File: config.mk
export PLATFORM = sky130hd
export DESIGN_NAME = flash_cui_ctrl
export DESIGN_NICKNAME = d
export VERILOG_FILES = /design/src/rtl/flash_cui_pkg.sv /design/src/rtl/flash_cui_sampler.sv /design/src/rtl/flash_cui_wake.sv /design/src/rtl/flash_cui_array.sv /design/src/rtl/flash_cui_ctrl.sv
export SDC_FILE = /design/constraint.sdc
export NUM_CORES = 2
export LEC_CHECK = 0
export ABC_CLOCK_PERIOD_IN_PS = 3010
export BUFFER_PORTS_ARGS = -buffer_cell sky130_fd_sc_hd__buf_2
export CORE_MARGIN = 4
export CORE_UTILIZATION = 40
export CTS_BUF_LIST = sky130_fd_sc_hd__clkbuf_2 sky130_fd_sc_hd__clkbuf_4 sky130_fd_sc_hd__clkbuf_8
export DETAILED_ROUTE_END_ITERATION = 7
export GPL_TIMING_DRIVEN = 1
export PLACE_DENSITY = 0.54
export SLEW_MARGIN = 40
export SYNTH_ARGS = -nofsm -noshare
export SYNTH_HDL_FRONTEND = slang
export SYNTH_SLANG_ARGS = --single-unit
File: constraint.sdc
create_clock -name clk -period 3.01 [get_ports clk]
set_clock_uncertainty 0.15 [all_clocks]
set_input_delay 0.4515 -clock clk [delete_from_list [all_inputs] [get_ports clk]]
set_output_delay 0.4515 -clock clk [all_outputs]
set_load 0.05 [all_outputs]
File: src/rtl/flash_cui_pkg.sv
package flash_cui_pkg;

    typedef enum logic [2:0] {
        ST_RESET,
        ST_READY,
        ST_PROG_SETUP,
        ST_ERASE_SETUP,
        ST_PROG_BUSY,
        ST_ERASE_BUSY
    } fsm_t;

    typedef enum logic [1:0] {
        RM_ARRAY,
        RM_IDENT,
        RM_STATUS
    } rmode_t;

    localparam logic [7:0] CMD_READ_ARRAY = 8'hFF;
    localparam logic [7:0] CMD_READ_IDENT = 8'h90;
    localparam logic [7:0] CMD_READ_STAT  = 8'h70;
    localparam logic [7:0] CMD_CLR_STAT   = 8'h50;
    localparam logic [7:0] CMD_PROGRAM    = 8'h40;
    localparam logic [7:0] CMD_ERASE      = 8'h20;
    localparam logic [7:0] CMD_CONFIRM    = 8'hD0;

endpackage

File: src/rtl/flash_cui_sampler.sv
module flash_cui_sampler #(
    parameter int AW = 6,
    parameter int DW = 16
) (
    input  logic          clk,
    input  logic          rst_n,
    input  logic          chip_sel_n,
    input  logic          out_en_n,
    input  logic          wr_strobe_n,
    input  logic          pwr_dn_n,
    input  logic [AW-1:0] addr,
    input  logic [DW-1:0] dq_in,
    output logic          s_cs_n,
    output logic          s_oe_n,
    output logic          s_we_n,
    output logic          s_pd_n,
    output logic [AW-1:0] s_addr,
    output logic          cmd_stb,
    output logic [AW-1:0] cmd_addr,
    output logic [DW-1:0] cmd_data
);

    logic [DW-1:0] s_dq;
    logic          wr_act;
    logic          wr_act_d;

    // A write cycle is live while select and strobe are both low with output enable high.
    assign wr_act  = !s_cs_n && !s_we_n && s_oe_n && s_pd_n;
    // The command lands when the first of select or strobe goes high.
    assign cmd_stb = wr_act_d && !wr_act;

    always_ff @(posedge clk or negedge rst_n) begin
        if (!rst_n) begin
            s_cs_n   <= 1'b1;
            s_oe_n   <= 1'b1;
            s_we_n   <= 1'b1;
            s_pd_n   <= 1'b0;
            s_addr   <= '0;
            s_dq     <= '0;
            wr_act_d <= 1'b0;
            cmd_addr <= '0;
            cmd_data <= '0;
        end else begin
            s_cs_n   <= chip_sel_n;
            s_oe_n   <= out_en_n;
            s_we_n   <= wr_strobe_n;
            s_pd_n   <= pwr_dn_n;
            s_addr   <= addr;
            s_dq     <= dq_in;
            wr_act_d <= wr_act;
            if (wr_act) begin
                cmd_addr <= s_addr;
                cmd_data <= s_dq;
            end
        end
    end


    one_stb_chk: assert property (@(posedge clk) disable iff (!rst_n)
        cmd_stb |=> !cmd_stb);

endmodule

File: src/rtl/flash_cui_wake.sv
module flash_cui_wake #(
    parameter int RD_CYC = 3,
    parameter int WR_CYC = 6
) (
    input  logic clk,
    input  logic rst_n,
    input  logic pd_n,
    output logic rd_ok,
    output logic wr_ok
);

    localparam int MX = (RD_CYC > WR_CYC) ? RD_CYC : WR_CYC;
    localparam int CW = $clog2(MX + 1);

    logic [1:0] ok;

    for (genvar g = 0; g < 2; g++) begin : g_cnt
        localparam logic [CW-1:0] LD = (g == 0) ? CW'(RD_CYC) : CW'(WR_CYC);
        logic [CW-1:0] cnt;

        always_ff @(posedge clk or negedge rst_n) begin
            if (!rst_n) begin
                cnt <= LD;
            end else if (!pd_n) begin
                cnt <= LD;
            end else if (cnt != '0) begin
                cnt <= cnt - 1'b1;
            end
        end

        assign ok[g] = pd_n && (cnt == '0);
    end

    assign rd_ok = ok[0];
    assign wr_ok = ok[1];


    wake_hold_chk: assert property (@(posedge clk) disable iff (!rst_n)
        !pd_n |=> !rd_ok && !wr_ok);

endmodule

File: src/rtl/flash_cui_array.sv
module flash_cui_array #(
    parameter int AW    = 6,
    parameter int BLK_W = 4,
    parameter int DW    = 16
) (
    input  logic             clk,
    input  logic             rst_n,
    input  logic [AW-1:0]    rd_addr,
    output logic [DW-1:0]    rd_data,
    input  logic             wr_en,
    input  logic             wr_and,
    input  logic [AW-1:0]    wr_addr,
    input  logic [DW-1:0]    wr_data,
    input  logic             fill_en,
    input  logic [AW-BLK_W-1:0] fill_blk,
    input  logic [DW-1:0]    fill_val
);

    localparam int WORDS = 1 << AW;

    logic [DW-1:0] mem [WORDS];
    logic [DW-1:0] chk_old;

    assign rd_data = mem[rd_addr];

    always_ff @(posedge clk or negedge rst_n) begin
        if (!rst_n) begin
            for (int w = 0; w < WORDS; w++) mem[w] <= '1;
        end else begin
            for (int w = 0; w < WORDS; w++) begin
                if (fill_en && (AW'(w) >> BLK_W) == AW'(fill_blk)) begin
                    mem[w] <= fill_val;
                end else if (wr_en && wr_addr == AW'(w)) begin
                    mem[w] <= wr_and ? (mem[w] & wr_data) : wr_data;
                end
            end
        end
    end

    always_ff @(posedge clk) chk_old <= mem[wr_addr];


    prog_clear_chk: assert property (@(posedge clk) disable iff (!rst_n)
        (wr_en && wr_and && !fill_en) |=> ((mem[$past(wr_addr)] & ~chk_old) == '0));

endmodule

File: src/rtl/flash_cui_ctrl.sv
module flash_cui_ctrl
    import flash_cui_pkg::*;
#(
    parameter int          AW        = 6,
    parameter int          BLK_W     = 4,
    parameter int          PROG_CYC  = 5,
    parameter int          ERASE_CYC = 12,
    parameter int          WAKE_RD   = 3,
    parameter int          WAKE_WR   = 6,
    parameter logic [15:0] GARBAGE   = 16'h5A5A,
    parameter logic [15:0] MFR_CODE  = 16'h00C3,
    parameter logic [15:0] DEV_CODE  = 16'h4E21
) (
    input  logic          clk,
    input  logic          rst_n,
    input  logic          chip_sel_n,
    input  logic          out_en_n,
    input  logic          wr_strobe_n,
    input  logic          pwr_dn_n,
    input  logic [AW-1:0] addr,
    input  logic [15:0]   dq_in,
    output logic [15:0]   dq_out,
    output logic          dq_oe
);

    localparam int DW = 16;
    localparam int MX = (PROG_CYC > ERASE_CYC) ? PROG_CYC : ERASE_CYC;
    localparam int CW = $clog2(MX + 1);
    localparam int BA = AW - BLK_W;

    logic          s_cs_n, s_oe_n, s_we_n, s_pd_n;
    logic [AW-1:0] s_addr, cmd_addr;
    logic          cmd_stb;
    logic [DW-1:0] cmd_data;
    logic          rd_ok, wr_ok;

    fsm_t          state_q, state_d;
    rmode_t        mode_q;
    logic          err_q;
    logic [CW-1:0] cnt_q;
    logic [AW-1:0] op_addr_q;
    logic [DW-1:0] op_data_q;

    logic          accept;
    logic          busy;
    logic [7:0]    status;
    logic [DW-1:0] arr_rd;
    logic          wr_en, wr_and, fill_en;
    logic [DW-1:0] wr_data, fill_val;
    logic [DW-1:0] rd_val;

    flash_cui_sampler #(.AW(AW), .DW(DW)) u_smp (
        .clk(clk), .rst_n(rst_n),
        .chip_sel_n(chip_sel_n), .out_en_n(out_en_n),
        .wr_strobe_n(wr_strobe_n), .pwr_dn_n(pwr_dn_n),
        .addr(addr), .dq_in(dq_in),
        .s_cs_n(s_cs_n), .s_oe_n(s_oe_n), .s_we_n(s_we_n), .s_pd_n(s_pd_n),
        .s_addr(s_addr), .cmd_stb(cmd_stb),
        .cmd_addr(cmd_addr), .cmd_data(cmd_data)
    );

    flash_cui_wake #(.RD_CYC(WAKE_RD), .WR_CYC(WAKE_WR)) u_wake (
        .clk(clk), .rst_n(rst_n), .pd_n(s_pd_n),
        .rd_ok(rd_ok), .wr_ok(wr_ok)
    );

    flash_cui_array #(.AW(AW), .BLK_W(BLK_W), .DW(DW)) u_arr (
        .clk(clk), .rst_n(rst_n),
        .rd_addr(s_addr), .rd_data(arr_rd),
        .wr_en(wr_en), .wr_and(wr_and), .wr_addr(op_addr_q), .wr_data(wr_data),
        .fill_en(fill_en), .fill_blk(op_addr_q[AW-1:BLK_W]), .fill_val(fill_val)
    );

    assign accept = cmd_stb && wr_ok;
    assign busy   = (state_q == ST_PROG_BUSY) || (state_q == ST_ERASE_BUSY);
    assign status = {!busy, 1'b0, err_q, 5'b0};

    // Next-state logic
    always_comb begin
        state_d = state_q;
        unique case (state_q)
            ST_RESET:       if (s_pd_n) state_d = ST_READY;
            ST_READY: begin
                if (accept && cmd_data[7:0] == CMD_PROGRAM) state_d = ST_PROG_SETUP;
                else if (accept && cmd_data[7:0] == CMD_ERASE) state_d = ST_ERASE_SETUP;
            end
            ST_PROG_SETUP:  if (accept) state_d = ST_PROG_BUSY;
            ST_ERASE_SETUP: if (accept) state_d = (cmd_data[7:0] == CMD_CONFIRM) ? ST_ERASE_BUSY : ST_READY;
            ST_PROG_BUSY:   if (cnt_q == CW'(1)) state_d = ST_READY;
            ST_ERASE_BUSY:  if (cnt_q == CW'(1)) state_d = ST_READY;
            default:        state_d = ST_RESET;
        endcase
        if (!s_pd_n) state_d = ST_RESET;
    end

    // State register and the registers tied to it
    always_ff @(posedge clk or negedge rst_n) begin
        if (!rst_n) begin
            state_q   <= ST_RESET;
            mode_q    <= RM_ARRAY;
            err_q     <= 1'b0;
            cnt_q     <= '0;
            op_addr_q <= '0;
            op_data_q <= '0;
        end else begin
            state_q <= state_d;
            if (!s_pd_n) begin
                mode_q <= RM_ARRAY;
                err_q  <= 1'b0;
            end else begin
                if (busy && cnt_q != '0) cnt_q <= cnt_q - 1'b1;
                unique case (state_q)
                    ST_READY: if (accept) begin
                        unique case (cmd_data[7:0])
                            CMD_READ_ARRAY: mode_q <= RM_ARRAY;
                            CMD_READ_IDENT: mode_q <= RM_IDENT;
                            CMD_READ_STAT:  mode_q <= RM_STATUS;
                            CMD_CLR_STAT:   err_q  <= 1'b0;
                            CMD_PROGRAM,
                            CMD_ERASE:      mode_q <= RM_STATUS;
                            default:        ;
                        endcase
                    end
                    ST_PROG_SETUP: if (accept) begin
                        op_addr_q <= cmd_addr;
                        op_data_q <= cmd_data;
                        cnt_q     <= CW'(PROG_CYC);
                    end
                    ST_ERASE_SETUP: if (accept) begin
                        op_addr_q <= cmd_addr;
                        cnt_q     <= CW'(ERASE_CYC);
                        if (cmd_data[7:0] != CMD_CONFIRM) err_q <= 1'b1;
                    end
                    default: ;
                endcase
            end
        end
    end

    // Outputs: array write controls and read data
    always_comb begin
        wr_en    = (state_q == ST_PROG_BUSY) && (!s_pd_n || cnt_q == CW'(1));
        wr_and   = s_pd_n;
        wr_data  = s_pd_n ? op_data_q : GARBAGE;
        fill_en  = (state_q == ST_ERASE_BUSY) && (!s_pd_n || cnt_q == CW'(1));
        fill_val = s_pd_n ? '1 : GARBAGE;
        unique case (mode_q)
            RM_IDENT:  rd_val = (s_addr == '0) ? MFR_CODE :
                                (s_addr == AW'(1)) ? DEV_CODE : '0;
            RM_STATUS: rd_val = {8'h00, status};
            default:   rd_val = arr_rd;
        endcase
        dq_oe  = !s_cs_n && !s_oe_n && s_we_n && s_pd_n && rd_ok;
        dq_out = dq_oe ? rd_val : '0;
    end


    rst_mode_chk: assert property (@(posedge clk) disable iff (!rst_n)
        $rose(s_pd_n) |-> (mode_q == RM_ARRAY) && (status == 8'h80));


    prog_run_chk: assert property (@(posedge clk) disable iff (!rst_n)
        (state_q == ST_PROG_BUSY && s_pd_n && cnt_q != CW'(1)) |=> state_q == ST_PROG_BUSY);


    abort_chk: assert property (@(posedge clk) disable iff (!rst_n)
        (busy && !s_pd_n) |=> state_q == ST_RESET);


    erase_only_after_confirm_chk: assert property (@(posedge clk) disable iff (!rst_n)
        (state_q == ST_READY) |=> state_q != ST_ERASE_BUSY);

endmodule

==> impl_metrics.env <==
export IMPL_outcome="finished, violations left"
export IMPL_violations="negative setup slack"
export IMPL_globalRouteTotalUtil_pct=25.5
export IMPL_timing_final_crit_share_pct=138
export IMPL_dominantRegCellSynth="sky130_fd_sc_hd__dfstp_2"
export IMPL_relative_contribution_of_the_clock_network_to_total_power_pct=39.4
export IMPL_cellLeakagePower_nw=28.9
export IMPL_drt_drc_violations_left=0
export IMPL_core_area_mm2=0.124
export IMPL_swShare_pct=25.6
export IMPL_synth_cell_types=66
export IMPL_final_antenna_net_count=0
export IMPL_synthesis_area_per_instance_um2=11.2
export IMPL_grt_first_pass_wirelength_um=254000
export IMPL_final_nets=4908
export IMPL_cts_buffers=191
export IMPL_numPortBuffers=44
export IMPL_setup_violations_final=16
export IMPL_worstSkewPairLatency_ps=910
export IMPL_maxSlewViolCount=0
export IMPL_worstPathArrival_ps=3550
export IMPL_detail_route_wl_per_cell_um=25.1
export IMPL_synthCells=4469
export IMPL_setup_total_negative_slack_ps=-16870
export IMPL_synth_warnings=0
export IMPL_layout_drive_gt1_share_pct=47.1
export IMPL_first_pass_iters=5
export IMPL_synth_seq_area_share_pct=58.3
export IMPL_layout_setup_ws_ps=-1150
export IMPL_placedInstanceArea_mm2=0.0551
export IMPL_rsz0062_at_grt="yes"
export IMPL_dieWidth_um=361
export IMPL_async_s_r_ff_share_synth_pct=100
export IMPL_synth_cell_area_mm2=0.0499
export IMPL_worst_setup_hold_path_clk_slew_ps=60
export IMPL_flop_to_flop_setup_slack_ps=130
export IMPL_crit_type="reg -> out"
export IMPL_utilization_pct=49.7
export IMPL_die_height_um=361
export IMPL_timing_hold_worst_path_depth=2
export IMPL_comb_power_share_pct=12.2
export IMPL_clock_tree_buffer_depth=3
export IMPL_layout_filler_cells=11000
export IMPL_cts_tree="built"
export IMPL_critPathLaunchType="register"
export IMPL_stdcell_area_mm2=0.0616
export IMPL_mappedNetlistNets=4506
export IMPL_cts_htree_levels=4
export IMPL_power_share_sequential_pct=48.4
export IMPL_grt_overflow=0
export IMPL_min_delay_path_class="in -> reg"
export IMPL_postSynthRegisterBits=1111
export IMPL_maximum_clock_frequency_mhz=241
export IMPL_worst_slew_pin_slew_ps=879
export IMPL_wl_final_um=167000
export IMPL_maxSlewHeadroom_pct=41.4
export IMPL_post_drt_via_cell_ratio=5.71
export IMPL_drtIter0Drc=3803
export IMPL_clock_sinks=1111
export IMPL_maximum_number_of_pins_on_one_net_before_global_route_repair=129
export IMPL_dp_hpwl_um=108000
export IMPL_cts_root_buf="sky130_fd_sc_hd__clkbuf_8"
export IMPL_rows=129
export IMPL_io_pins=45
export IMPL_cellInternalPower_mw=28.7
export IMPL_vias=38100
export IMPL_power_switching_mw=9.89
export IMPL_power_total_mw=38.6
export IMPL_power_density_over_the_cells_mw_per_mm2=626
export IMPL_globalplace_congestion=0.893
export IMPL_fin_crit_ps=4160
export IMPL_r2r_worst_path_cells=8
export IMPL_report_final_hold_viol_count=0
export IMPL_timing_hold_worst_endpoint="u_smp.s_addr[2]$_DFF_PN0_"
export IMPL_layout_area_overhead_vs_synth_pct=23.3
export IMPL_cp_end_kind="primary output"
export IMPL_cp_data_required_time_ps=2410
export IMPL_timing_hold_worst_start="addr[2]"
export IMPL_vdd_ir_drop_worst_mv=0.437
export IMPL_maxCapViolCount=0
export IMPL_cp_max_fo=7
export IMPL_first_global_vias=38700
export IMPL_timing_rr_start="cnt_q[1]$_DFFE_PN0P_"
export IMPL_crit_reg2reg_capture="u_arr.mem[382]$_DFFE_PN1P_"
export IMPL_die_ar_mm2=0.131
export IMPL_start_util_pct=40.3
export IMPL_synth_edf_count=0
export IMPL_grt_antenna_before_repair=6
cell usage after synthesis, drive strengths merged, types with 4 or more instances:
master / number / area share (%)
a21oi: 36 / 0.36
dfrtp: 80 / 4.0
mux2: 47 / 1.1
dfstp: 1031 / 54
ha: 9 / 0.23
and2: 13 / 0.16
nor2b: 13 / 0.16
o211ai: 14 / 0.21
nand2b: 8 / 0.10
clkbuf: 277 / 2.1
inv: 14 / 0.11
o22ai: 6 / 0.075
nand4bb: 4 / 0.090
nand2: 1127 / 8.5
mux4: 236 / 11
nor2: 44 / 0.33
or4b: 4 / 0.080
o21ai: 1047 / 10
or3: 8 / 0.10
a31oi: 4 / 0.050
nor3: 5 / 0.050
nand3: 84 / 0.84
a221oi: 18 / 0.72
a41o: 5 / 0.10
a22oi: 52 / 0.78
mux2i: 126 / 2.5
nand4b: 5 / 0.088
buf: 96 / 0.87
timing repair:
action / in CTS / in global routing
gates resized for setup: 177 / 63
gates cloned: 9 / 0
hold endpoints to repair: 188 / 0
hold buffers: 51 / 0
buffers inserted: 33 / 22
setup endpoints to repair: 17 / 204
pin swaps: 45 / 20
power groups by stage:
stage	Sequential [mW]	Clock [mW]	Combinational, mW
after global placement	18.8	0	4.26
after floorplan	18.4	0	2.85
after global routing	18.9	16.2	5.20
after CTS	18.6	15.5	4.68
after detailed placement	18.8	0	4.37
final	18.7	15.2	4.70
state kept, by name, summed over array words and instances, names as in the netlist, 2 cells and up:
register / flops
cnt_q: 4
mode_q: 2
op_addr_q: 6
op_data_q: 16
state_q: 3
u_arr.mem: 1024
u_smp.cmd_addr: 6
u_smp.cmd_data: 16
u_smp.s_addr: 6
u_smp.s_dq: 16
u_wake.g_cnt.cnt: 6
layout by cell type, fill, tap and decap left out, drive strengths merged, types with 47 or more instances in the layout:
master,netlist,layout
mux2,47,47
dfstp,1031,1031
buf,96,529
dfrtp,80,80
nand3,84,84
clkbuf,277,317
mux4,236,236
nand2,1127,1127
a22oi,52,52
o21ai,1047,1047
mux2i,126,126
dlygate4sd3,0,51
critical path, stage by stage (launching register included):
cell and delay [ps]:
sky130_fd_sc_hd__dfrtp_4 490, sky130_fd_sc_hd__buf_12 180, sky130_fd_sc_hd__buf_16 170, sky130_fd_sc_hd__buf_8 130
sky130_fd_sc_hd__mux4_2 520, sky130_fd_sc_hd__mux2i_4 180, sky130_fd_sc_hd__o22ai_2 130, sky130_fd_sc_hd__o211ai_1 410
sky130_fd_sc_hd__o21ai_2 210, sky130_fd_sc_hd__buf_12 200
routing by layer:
layer | up-vias | track usage, % | wire length, µm
li1 | 16600 | - | -
met1 | 19800 | 37.5 | 75900
met2 | 1426 | 38.0 | 74300
met3 | 239 | 5.53 | 12600
met4 | 2 | 7.85 | 4280
met5 | - | 0 | 10
area by class of cell:
cell class | count | area (µm²) | area share (%)
Tap cell | 1637 | 2050 | 3.33
Sequential cell | 1111 | 29100 | 47.3
Clock inverter | 30 | 327 | 0.530
Inverter | 14 | 52.6 | 0.0854
Timing Repair Buffer | 582 | 5920 | 9.61
Multi-Input combinational cell | 2971 | 20100 | 32.7
Clock buffer | 316 | 3960 | 6.42
Antenna cell | 3 | 7.51 | 0.0122
how the worst max path moves through the flow:
stage | cells after the start | slack (ps) | start | endpoint
6_report | 9 | -1150 | u_smp.s_addr[0]$_DFF_PN0_ | dq_out[12]
4_1_cts | 9 | -1200 | u_smp.s_addr[0]$_DFF_PN0_ | dq_out[12]
5_1_grt | 8 | -1220 | u_smp.s_addr[0]$_DFF_PN0_ | dq_out[6]
3_5_place_dp | 11 | -670 | u_smp.s_addr[0]$_DFF_PN0_ | dq_out[10]
3_3_place_gp | 11 | -690 | u_smp.s_addr[0]$_DFF_PN0_ | dq_out[10]
2_1_floorplan | 8 | 2 | u_smp.s_addr[0]$_DFF_PN0_ | dq_out[10]
logic make-up (layout without fill, tap and decap cells):
logic type / count (synthesis) / after routing / synth area share [%]
muxes: 409 / 409 / 14.2
other: 0 / 3 / 0
DFF: 1111 / 1111 / 58.3
and+or+nand+nor: 1340 / 1340 / 10.9
adders and majority gates: 9 / 9 / 0.226
AOI/OAI and AO/OA: 1209 / 1209 / 13.3
buffers and inverters: 387 / 942 / 3.05
xor gates and xnor gates: 4 / 4 / 0.0702
metrics by stage:
step                      instances  hold slack (ps)  setup WS, ps
after floorplan                4469             5.91          1.85
after global placement         6207              289          -687
after detailed placement       6208              291          -666
after CTS                      6642             55.8         -1200
after global routing           6663              100         -1220
final                          6664              153         -1150
Power figures use the tool's default switching activity.
